**src/rtl/gate_guard_pkg.sv**
```systemverilog
package gate_guard_pkg;

    // Level of a command line when no switch is requested
    localparam logic CMD_IDLE = 1'b1;

    // Per-leg view of the synchronized commands
    typedef struct packed {
        logic hi_on;
        logic lo_on;
        logic hi_fall;
        logic lo_fall;
    } leg_cmd_t;

    // One bit per switch of a leg
    typedef struct packed {
        logic hi;
        logic lo;
    } leg_pair_t;

    // Build the leg view from current and previous synchronized levels
    function automatic leg_cmd_t make_leg_cmd(logic hi_lvl, logic hi_prv,
                                              logic lo_lvl, logic lo_prv);
        leg_cmd_t c;
        c.hi_on   = ~hi_lvl;
        c.lo_on   = ~lo_lvl;
        c.hi_fall = hi_prv & ~hi_lvl;
        c.lo_fall = lo_prv & ~lo_lvl;
        return c;
    endfunction

endpackage

```
**src/rtl/gate_guard_sync.sv**
```systemverilog
module gate_guard_sync #(
    parameter int W      = 7,
    parameter int STAGES = 2
) (
    input  logic         clk,
    input  logic         rst,
    input  logic [W-1:0] d,
    output logic [W-1:0] lvl,
    output logic [W-1:0] prv
);
    import gate_guard_pkg::*;

    localparam logic [W-1:0] IDLE_VEC = {W{CMD_IDLE}};

    logic [W-1:0] chain [STAGES];

    genvar s;
    generate
        for (s = 0; s < STAGES; s++) begin : g_stage
            if (s == 0) begin : g_first
                always_ff @(posedge clk) begin
                    if (rst) chain[s] <= IDLE_VEC;
                    else     chain[s] <= d;
                end
            end else begin : g_next
                always_ff @(posedge clk) begin
                    if (rst) chain[s] <= IDLE_VEC;
                    else     chain[s] <= chain[s-1];
                end
            end
        end
    endgenerate

    always_ff @(posedge clk) begin
        if (rst) prv <= IDLE_VEC;
        else     prv <= chain[STAGES-1];
    end

    assign lvl = chain[STAGES-1];

endmodule

```
**src/rtl/gate_guard_leg.sv**
```systemverilog
module gate_guard_leg
    import gate_guard_pkg::*;
(
    input  logic      clk,
    input  logic      rst,
    input  leg_cmd_t  cmd,
    input  leg_pair_t sense,
    input  logic      ilim,
    output logic      gate_hi,
    output logic      gate_lo,
    output logic      il_nx,
    output leg_pair_t sc_nx,
    output logic      cl_nx
);
    logic      il_q;
    leg_pair_t seen_q;
    leg_pair_t sc_q;
    logic      cl_q;

    logic      both_on;
    logic      release_now;
    leg_pair_t seen_nx;

    always_comb begin
        both_on     = cmd.hi_on & cmd.lo_on;
        release_now = il_q & (seen_q.hi | cmd.hi_fall) & (seen_q.lo | cmd.lo_fall);
        il_nx       = both_on | (il_q & ~release_now);

        if (!il_q || release_now) begin
            seen_nx = '0;
        end else begin
            seen_nx.hi = seen_q.hi | cmd.hi_fall;
            seen_nx.lo = seen_q.lo | cmd.lo_fall;
        end

        sc_nx.hi = sense.hi | (sc_q.hi & ~cmd.hi_fall);
        sc_nx.lo = sense.lo | (sc_q.lo & ~cmd.lo_fall);

        cl_nx    = ilim | (cl_q & ~(cmd.hi_fall | cmd.lo_fall));
    end

    always_ff @(posedge clk) begin
        if (rst) begin
            il_q    <= 1'b0;
            seen_q  <= '0;
            sc_q    <= '0;
            cl_q    <= 1'b0;
            gate_hi <= 1'b0;
            gate_lo <= 1'b0;
        end else begin
            il_q    <= il_nx;
            seen_q  <= seen_nx;
            sc_q    <= sc_nx;
            cl_q    <= cl_nx;
            gate_hi <= cmd.hi_on & ~il_nx & ~sc_nx.hi;
            gate_lo <= cmd.lo_on & ~il_nx & ~sc_nx.lo;
        end
    end


    no_shoot_chk: assert property (@(posedge clk) disable iff (rst)
        !(gate_hi && gate_lo));


    latch_set_chk: assert property (@(posedge clk) disable iff (rst)
        (cmd.hi_on && cmd.lo_on) |=> (il_q && !gate_hi && !gate_lo));


    latch_hold_chk: assert property (@(posedge clk) disable iff (rst)
        (il_q && !cmd.hi_fall && !cmd.lo_fall) |=> il_q);


    sc_kill_chk: assert property (@(posedge clk) disable iff (rst)
        sense.lo |=> (!gate_lo && sc_q.lo));


    sc_hold_chk: assert property (@(posedge clk) disable iff (rst)
        (sc_q.hi && !cmd.hi_fall) |=> (sc_q.hi && !gate_hi));


    warn_hold_chk: assert property (@(posedge clk) disable iff (rst)
        (cl_q && !cmd.hi_fall && !cmd.lo_fall) |=> cl_q);

endmodule

```
**src/rtl/gate_guard_top.sv**
```systemverilog
module gate_guard_top
    import gate_guard_pkg::*;
#(
    parameter int NPH         = 3,
    parameter int SYNC_STAGES = 2
) (
    input  logic             clk,
    input  logic             rst,
    input  logic [NPH-1:0]   up_n,
    input  logic [NPH-1:0]   dn_n,
    input  logic             brk_n,
    input  logic [2*NPH-1:0] sc_sense,
    input  logic [NPH-1:0]   ilim,
    output logic [NPH-1:0]   gate_up,
    output logic [NPH-1:0]   gate_dn,
    output logic             gate_brk,
    output logic             fault_n,
    output logic             warn_n
);
    localparam int CW = 2*NPH + 1;
    localparam int BI = 2*NPH;

    logic [CW-1:0] s_lvl;
    logic [CW-1:0] s_prv;

    gate_guard_sync #(.W(CW), .STAGES(SYNC_STAGES)) u_sync (
        .clk (clk),
        .rst (rst),
        .d   ({brk_n, dn_n, up_n}),
        .lvl (s_lvl),
        .prv (s_prv)
    );

    logic [NPH-1:0] il_nx;
    logic [NPH-1:0] cl_nx;
    leg_pair_t      sc_nx [NPH];
    logic [NPH-1:0] sc_any;

    genvar p;
    generate
        for (p = 0; p < NPH; p++) begin : g_leg
            leg_cmd_t  lc;
            leg_pair_t ls;

            assign lc = make_leg_cmd(s_lvl[p], s_prv[p], s_lvl[NPH+p], s_prv[NPH+p]);
            assign ls.hi = sc_sense[2*p];
            assign ls.lo = sc_sense[2*p+1];

            gate_guard_leg u_leg (
                .clk     (clk),
                .rst     (rst),
                .cmd     (lc),
                .sense   (ls),
                .ilim    (ilim[p]),
                .gate_hi (gate_up[p]),
                .gate_lo (gate_dn[p]),
                .il_nx   (il_nx[p]),
                .sc_nx   (sc_nx[p]),
                .cl_nx   (cl_nx[p])
            );

            assign sc_any[p] = sc_nx[p].hi | sc_nx[p].lo;
        end
    endgenerate

    always_ff @(posedge clk) begin
        if (rst) begin
            gate_brk <= 1'b0;
            fault_n  <= 1'b1;
            warn_n   <= 1'b1;
        end else begin
            gate_brk <= ~s_lvl[BI];
            fault_n  <= ~(|il_nx | |sc_any);
            warn_n   <= ~(|cl_nx);
        end
    end


    brake_on_chk: assert property (@(posedge clk) disable iff (rst)
        (!s_lvl[BI] && !rst) |=> gate_brk);


    fault_sc_chk: assert property (@(posedge clk) disable iff (rst)
        (|sc_sense) |=> !fault_n);


    warn_set_chk: assert property (@(posedge clk) disable iff (rst)
        (|ilim) |=> !warn_n);

endmodule

```
**config.mk**
```make
export PLATFORM = sky130hd
export DESIGN_NAME = gate_guard_top
export DESIGN_NICKNAME = d
export VERILOG_FILES = /design/src/rtl/gate_guard_pkg.sv /design/src/rtl/gate_guard_sync.sv /design/src/rtl/gate_guard_leg.sv /design/src/rtl/gate_guard_top.sv
export SDC_FILE = /design/constraint.sdc
export NUM_CORES = 1
export LEC_CHECK = 0
export CELL_PAD_IN_SITES_DETAIL_PLACEMENT = 0
export CELL_PAD_IN_SITES_GLOBAL_PLACEMENT = 1
export CORE_MARGIN = 2
export CORE_UTILIZATION = 25
export DETAILED_ROUTE_END_ITERATION = 6
export DONT_BUFFER_PORTS = 1
export GPL_TIMING_DRIVEN = 0
export PLACE_DENSITY_LB_ADDON = 0.1
export SETUP_SLACK_MARGIN = 0.5
export SLEW_MARGIN = 25
export SYNTH_ARGS = -nofsm -noshare
export SYNTH_HDL_FRONTEND = slang
export SYNTH_SLANG_ARGS = --single-unit
```
**constraint.sdc**
```tcl
create_clock -name clk -period 1.9 [get_ports clk]
set_clock_uncertainty 0.15 [all_clocks]
set_input_delay 0.095 -clock clk [delete_from_list [all_inputs] [get_ports clk]]
set_output_delay 0.095 -clock clk [all_outputs]
set_load 0.01 [all_outputs]
```
==> After elaboration in Yosys (flattened, before gate mapping) <==
Memory sizes are Yosys's and may differ from the RTL's.
Cells that the tools add are included.
{ "classes": {"reduce_logical": 12, "bitwise": 96, "muxes": 5} }
{ "ops": {"columns": ["cell", "n"], "rows": [
  ["1-bit bitwise AND", 39],
  ["1-bit NOT", 30],
  ["1-bit bitwise OR", 27],
  ["7-bit 2-to-1 mux", 2],
  ["3-bit OR reduction", 3],
  ["2-bit OR reduction", 3],
  ["1-bit logical NOT", 3],
  ["1-bit logical OR", 3],
  ["1-bit 2-to-1 mux", 3]
]} }
{ "totals": {"register_bits": 33, "ram_bits": 14, "mem_count": 1} }
{ "memory_table": {"columns": ["memory", "depth", "word_bits", "read_ports", "rd_ports_with_merged_regs", "wr", "line_no", "text"], "rows": [
  ["u_sync.chain", 2, 7, 2, 0, 2, "gate_guard_sync.sv:15", "logic [W-1:0] chain [STAGES];"]
]} }

==> Longest topological paths before layout <==
Gate-level depths: netlist of the first run.
{ "depth": {"depth_word": 11, "mapped_depth": 4} }

==> Cells and area by module <==
From an unflattened synthesis of the first run, not the netlist that was laid out.
{ "unflattened": {"cells_unflattened": 150, "hier_area_um2": 1561.5} }
{ "modules_own_cells": {"columns": ["mod", "cells_each", "seq_area_each_um2", "n_inst", "area_each_um2"], "rows": [
  ["gate_guard_leg", 28, 160.2, 3, 280.3],
  ["gate_guard_sync", 44, 420.4, 1, 561.8],
  ["gate_guard_top", 22, 60.1, 1, 158.9]
]} }

==> Least setup slack after synthesis of the first run <==
OpenSTA, ideal clock, no wires.
{ "synth_timing": {"path_type": "register to register", "start": "memory u_sync.chain[1][2]", "end": "register fault_n", "path_buffers": 0, "synth_period_minus_slack_ns": 1.362, "arrival_time_ns": 1.116, "stages_incl_launch_ff": 5, "t_required_ns": 1.654, "slack_ns": 0.538, "path_cell_list": "dfxtp_1 -> nand2b_4 -> a221oi_4 -> nand2_2 -> o41ai_2"} }
{ "synth_lines": {"columns": ["item", "line_no", "text"], "rows": [
  ["start, declared", "gate_guard_sync.sv:15", null],
  ["end signal, assigned", "gate_guard_top.sv:73", "fault_n <= ~(|il_nx | |sc_any);"],
  ["end, declared", "gate_guard_top.sv:17", "output logic fault_n,"]
]} }

==> results.sh, run 1 <==
export IMPL_cts_root_buf="clkbuf_8"
export IMPL_grtUsageMet2=0.161
export IMPL_grt_pass1_wl_mm=5.29
export IMPL_synth_avg_cell_area_um2=11.0
export IMPL_num_io_pins=27
export IMPL_hold_viol=0
export IMPL_core_area_um2=6240
export IMPL_grt_pass1_vias=1077
export IMPL_rsz0062_at_grt="yes"
export IMPL_syn_nets=163
export IMPL_dr_pass1_iters=3
export IMPL_seqPwrFrac=0.571
export IMPL_yosysSeqAreaShare=0.593
export IMPL_met1_usage=0.116
export IMPL_synth_area_um2=1590
export IMPL_r2r_end="fault_n$_SDFF_PP1_"
export IMPL_power_frac_clock=0.330
export IMPL_rr_startpoint="u_sync.chain[1][3]$_SDFF_PP1_"
export IMPL_path_class="reg2reg"
export IMPL_rrSetupSlack_ps=430
export IMPL_drive_gt1_frac=0.333
export IMPL_grt_max_degree=17
export IMPL_p_comb_frac=0.099
export IMPL_placement_io_buffers=0
export IMPL_rows=29
export IMPL_dr_first_iter_drc_count=32
export IMPL_cts_sinks=47
export IMPL_fmax_ghz=0.682
export IMPL_run_status="complete, no violations"
export IMPL_routabilityCongestion=0.705
export IMPL_grt_overflow=0
export IMPL_tightest_slew_ps=567
export IMPL_antenna_found_initial=0
export IMPL_power_density_nw_per_um2=902
export IMPL_drc=0
export IMPL_use_met3=0.0386
export IMPL_cts_tree="built"
export IMPL_final_common_cell="dfxtp_1"
export IMPL_syn_inst=145
export IMPL_worstHoldStart="rst"
export IMPL_p_sw_uw=440
export IMPL_die_h_um=83.7
export IMPL_hpwl_mm=2.22
export IMPL_setup_tns_ps=0
export IMPL_crit_start="u_sync.chain[1][3]$_SDFF_PP1_"
export IMPL_htree_num_levels=2
export IMPL_cp_end_kind="flip-flop"
export IMPL_finalSetupViolCount=0
export IMPL_vias_per_cell=4.06
export IMPL_clk_latency_ps=300
export IMPL_fin_hold_ws_ps=70.0
export IMPL_layout_nets=191
export IMPL_rr_worst_depth=4
export IMPL_n_fill_cell=673
export IMPL_post_route_period_util=0.772
export IMPL_numCtsBuffers=5
export IMPL_die_area_um2=7000
export IMPL_fin_ws_ps=434
export IMPL_ys_types=24
export IMPL_yosysWarningCount=0
export IMPL_p_int_mw=1.39
export IMPL_hp_class="in2reg"
export IMPL_slew_headroom=0.622
export IMPL_vias=1020
export IMPL_worst_setup_path_start_kind="flip-flop"
export IMPL_busiest_layer="met2"
export IMPL_detail_route_antenna_nets=0
export IMPL_syn_to_final_growth_pct=28.0
export IMPL_wl_per_cell_um=12.5
export IMPL_antenna_cells=0
export IMPL_report_final_slew_viol_count=0
export IMPL_clockBufferDepth=2
export IMPL_crit_end="fault_n$_SDFF_PP1_"
export IMPL_clk_pin_slew_worst_paths_ps=90
export IMPL_crit_fanout=4
export IMPL_place_ws_ps=336
export IMPL_drv_cap=0
export IMPL_grtUsageTotal=0.0988
export IMPL_synth_seq_cells=47
export IMPL_die_width_um=83.7
export IMPL_start_util=0.254
export IMPL_critPathArrivalTime_ps=1510
export IMPL_period_needed_ps=1470
export IMPL_swShare=0.240
export IMPL_dpl_cell_area_um2=1680
export IMPL_ir_worst_vdd_v=0.000280
export IMPL_routed_wl_mm=3.15
export IMPL_fin_area_um2=2030
export IMPL_final_cell_mix="dfxtp_1, nor2_1, or2_2, dlygate4sd3_1, buf_4"
export IMPL_required_ps=1950
export IMPL_leakage_nw=0.831
-- cell type report --
type                    count  area, um2  share of cell area
plain buffers               9       56.3              0.0277
clock buffers               5       68.8              0.0339
clock inverters             3       25.0              0.0123
inverters                   2       7.51             0.00369
multi-input cells          87        629               0.310
flip-flops and latches     47        945               0.465
well taps                  77       96.3              0.0474
repair buffers             21        204               0.100
-- power groups by stage --
stage	combinational [mW]	clock, mW	sequential, mW
2_1_floorplan	0.0978	0	1.06
3_3_place_gp	0.120	0	1.07
3_5_place_dp	0.123	0	1.07
4_1_cts	0.171	0.638	1.05
5_1_grt	0.201	0.686	1.05
6_report	0.182	0.604	1.05
-- critical path, stage by stage (launching register included) --
cell	delay [ps]
dfxtp_2	340
nand2b_4	160
a221oi_4	300
nand2_2	90
o41ai_2	320
-- kinds of logic after synthesis --
| family | Yosys count | synth area share |
|---|---|---|
| AOI/OAI and AO/OA | 13 | 0.0764 |
| buffers and inverters | 11 | 0.0402 |
| DFF | 47 | 0.593 |
| and+or+nand+nor | 74 | 0.291 |
-- how the worst min path moves through the flow --
stage | endpoint | cells past startpoint
after floorplan | u_sync.chain[0][0]$_SDFF_PP1_ | 1
after global placement | u_sync.chain[0][0]$_SDFF_PP1_ | 1
after detailed placement | u_sync.chain[0][0]$_SDFF_PP1_ | 1
after CTS | g_leg[0].u_leg.cl_q$_SDFF_PP0_ | 2
after global routing | g_leg[2].u_leg.cl_q$_SDFF_PP0_ | 2
final | g_leg[0].u_leg.cl_q$_SDFF_PP0_ | 2
-- cell usage after synthesis --
master	count	area, um2
dfxtp_1	47	941
nor2_1	20	75.1
or2_2	19	119
a21oi_1	6	30.0
buf_4	6	45.0
nor2b_1	6	37.5
nand2_1	5	18.8
nand2b_4	5	68.8
and2b_1	4	30.0
nor3b_1	4	30.0
a31oi_1	3	18.8
and3b_1	3	26.3
clkbuf_1	3	11.3
a221oi_2	2	30.0
inv_1	2	7.51
nor3_1	2	10.0
a221oi_4	1	26.3
and3_2	1	7.51
nand2_2	1	6.26
nand2b_1	1	6.26
nand3_1	1	5.00
nor2b_4	1	13.8
o41ai_2	1	16.3
or2b_1	1	7.51
-- registers in the layout, indices dropped and copies added (netlist names) --
signal               cells
fault_n                  1
g_leg.u_leg.cl_q         3
g_leg.u_leg.gate_hi      3
g_leg.u_leg.gate_lo      3
g_leg.u_leg.il_q         3
g_leg.u_leg.sc_q         6
g_leg.u_leg.seen_q       6
gate_brk                 1
u_sync.chain            14
u_sync.prv               6
warn_n                   1
-- stage by stage --
step | total power, mW | utilization | instances
final | 1.83 | 0.326 | 251
after global routing | 1.94 | 0.326 | 251
after CTS | 1.85 | 0.320 | 250
after detailed placement | 1.19 | 0.270 | 222
after global placement | 1.19 | 0.270 | 222
after floorplan | 1.16 | - | 145
-- timing repair --
item | 4_1_cts | 5_1_grt
buffers inserted | 3 | 1
endpoints found under the hold margin | 33 | 0
gates resized for setup | 7 | 6
pin swaps | 5 | 1
endpoints found under the setup margin | 1 | 2
hold buffers | 17 | 0
-- layer usage --
metal  up-vias  share of wire  wire length, um
li1        521              -                -
met1       478           0.45             1420
met2        19           0.50             1570
met3         2          0.041              130
met4         0         0.0076               24
met5         -              0                0
Power figures use the tool's default switching activity.
==> run 2, diff against run 1 <==
Clock period 1.9 ns to 1.2 ns, I/O delays scaled along.
==> results.sh, run 2 (synthesis results as in run 1) <==
export IMPL_antenna_cells=0
export IMPL_fin_hold_ws_ps=-281
export IMPL_rows=29
export IMPL_cts_sinks=47
export IMPL_vias_per_cell=4.16
export IMPL_rr_worst_depth=5
export IMPL_post_route_period_util=1.22
export IMPL_use_met3=0.0326
export IMPL_final_common_cell="dfxtp_1"
export IMPL_power_mw=3.06
export IMPL_grt_max_degree=14
export IMPL_die_width_um=83.7
export IMPL_busiest_layer="met2"
export IMPL_layout_nets=183
export IMPL_fin_ws_ps=-263
export IMPL_grt_overflow=0
export IMPL_layout_cells_non_filler=243
export IMPL_period_needed_ps=1460
export IMPL_hold_viol=42
export IMPL_cts_tree="built"
export IMPL_leakage_nw=0.914
export IMPL_die_area_um2=7000
export IMPL_largest_register="u_sync.chain"
export IMPL_drv_cap=0
export IMPL_run_status="finished with violations"
export IMPL_htree_num_levels=2
export IMPL_dpl_cell_area_um2=1830
export IMPL_routed_wl_mm=3.31
export IMPL_syn_to_final_growth_pct=40.9
export IMPL_clk_pin_slew_worst_paths_ps=80
export IMPL_ir_worst_vdd_v=0.000629
export IMPL_placement_io_buffers=0
export IMPL_die_h_um=83.7
export IMPL_num_io_pins=27
export IMPL_final_cell_mix="dfxtp_1, or2_4, dfxtp_2, nor2_1, buf_6"
export IMPL_critPathArrivalTime_ps=1560
export IMPL_rsz0062_at_grt="yes"
export IMPL_place_inst=222
export IMPL_met1_usage=0.117
export IMPL_hpwl_mm=2.23
export IMPL_place_ws_ps=-315
export IMPL_start_util=0.254
export IMPL_hp_class="in2reg"
export IMPL_crit_fanout=2
export IMPL_dr_pass1_iters=4
export IMPL_antenna_found_initial=0
export IMPL_finalSetupViolCount=10
export IMPL_violations="negative hold slack, negative setup slack"
export IMPL_largest_reg_flops=14
export IMPL_min_path_cells=1
export IMPL_vias=1012
export IMPL_worst_setup_path_start_kind="flip-flop"
export IMPL_cp_end_kind="flip-flop"
export IMPL_cts_root_buf="clkbuf_8"
export IMPL_grtUsageMet2=0.164
export IMPL_wl_per_cell_um=13.6
export IMPL_tightest_slew_ps=274
export IMPL_power_density_nw_per_um2=1370
export IMPL_numCtsBuffers=5
export IMPL_grt_pass1_wl_mm=5.29
export IMPL_slew_headroom=0.817
export IMPL_clk_latency_ps=290
export IMPL_report_final_slew_viol_count=0
export IMPL_path_class="reg2reg"
export IMPL_required_ps=1290
export IMPL_drive_gt1_frac=0.627
export IMPL_drc=0
export IMPL_grt_pass1_vias=1088
export IMPL_clockBufferDepth=2
export IMPL_dr_first_iter_drc_count=34
export IMPL_fin_area_um2=2240
export IMPL_detail_route_antenna_nets=0
export IMPL_core_area_um2=6240
export IMPL_routabilityCongestion=0.695
export IMPL_grtUsageTotal=0.0986
export IMPL_fmax_ghz=0.684
-- run 2: cell types whose count changed in the layout (fill, tap and decap cells not counted), moves of 10 or more --
cell,change
buf_6,+10
or2_2,-19
dlygate4sd3_1,-17
dfxtp_2,+14
dfxtp_1,-14
or2_4,+19
-- run 2: repair_timing --
| action | 4_1_cts | 5_1_grt |
|---|---|---|
| endpoints found under the setup margin | 48 | 48 |
| gates resized for setup | 34 | 19 |
| setup buffers | 8 | 5 |
| pin swaps | 14 | 9 |
| hold endpoints to repair | 42 | 39 |
-- run 2: metrics by stage --
stage	TNS (ps)	utilization
2_1_floorplan	-149	-
3_3_place_gp	-563	0.294
3_5_place_dp	-535	0.294
4_1_cts	-896	0.342
5_1_grt	-1930	0.358
6_report	-1260	0.358
-- run 2: power breakdown --
group,switching [mW],internal [mW]
clock network,0.508,0.526
registers,0.0403,1.63
logic,0.144,0.211
total,0.692,2.37
-- run 2: metal layers --
| metal | up-vias | wire [um] |
|---|---|---|
| met1 | 482 | 1410 |
| met5 | - | 0 |
| met3 | 5 | 126 |
| met2 | 19 | 1720 |
| met4 | 0 | 53 |
| li1 | 506 | - |
-- run 2: critical path, cell delays in order (launching register included) --
cell and delay [ps]:
dfxtp_2 330, and2b_2 230, a221oi_4 280, buf_4 160
buf_6 90, and3_4 170
-- run 2: path summary, 6_finish.rpt --
check                                 startpoint                                 to  slack [ps]
min                                      up_n[1]      u_sync.chain[0][1]$_SDFF_PP1_        -280
min reg2reg        u_sync.chain[1][6]$_SDFF_PP1_                gate_brk$_SDFF_PP0_         240
max reg2reg  g_leg[2].u_leg.seen_q[0]$_SDFF_PP0_  g_leg[2].u_leg.gate_hi$_SDFF_PP0_        -260
max          g_leg[2].u_leg.seen_q[0]$_SDFF_PP0_  g_leg[2].u_leg.gate_hi$_SDFF_PP0_        -260
-- run 2: cell type report --
class | instances | area, um2
multi-input cells | 87 | 830
inverters | 2 | 7.51
clock buffers | 8 | 100
repair buffers | 13 | 116
plain buffers | 9 | 125
flip-flops and latches | 47 | 962
well taps | 77 | 96.3
fillers | 630 | 4000
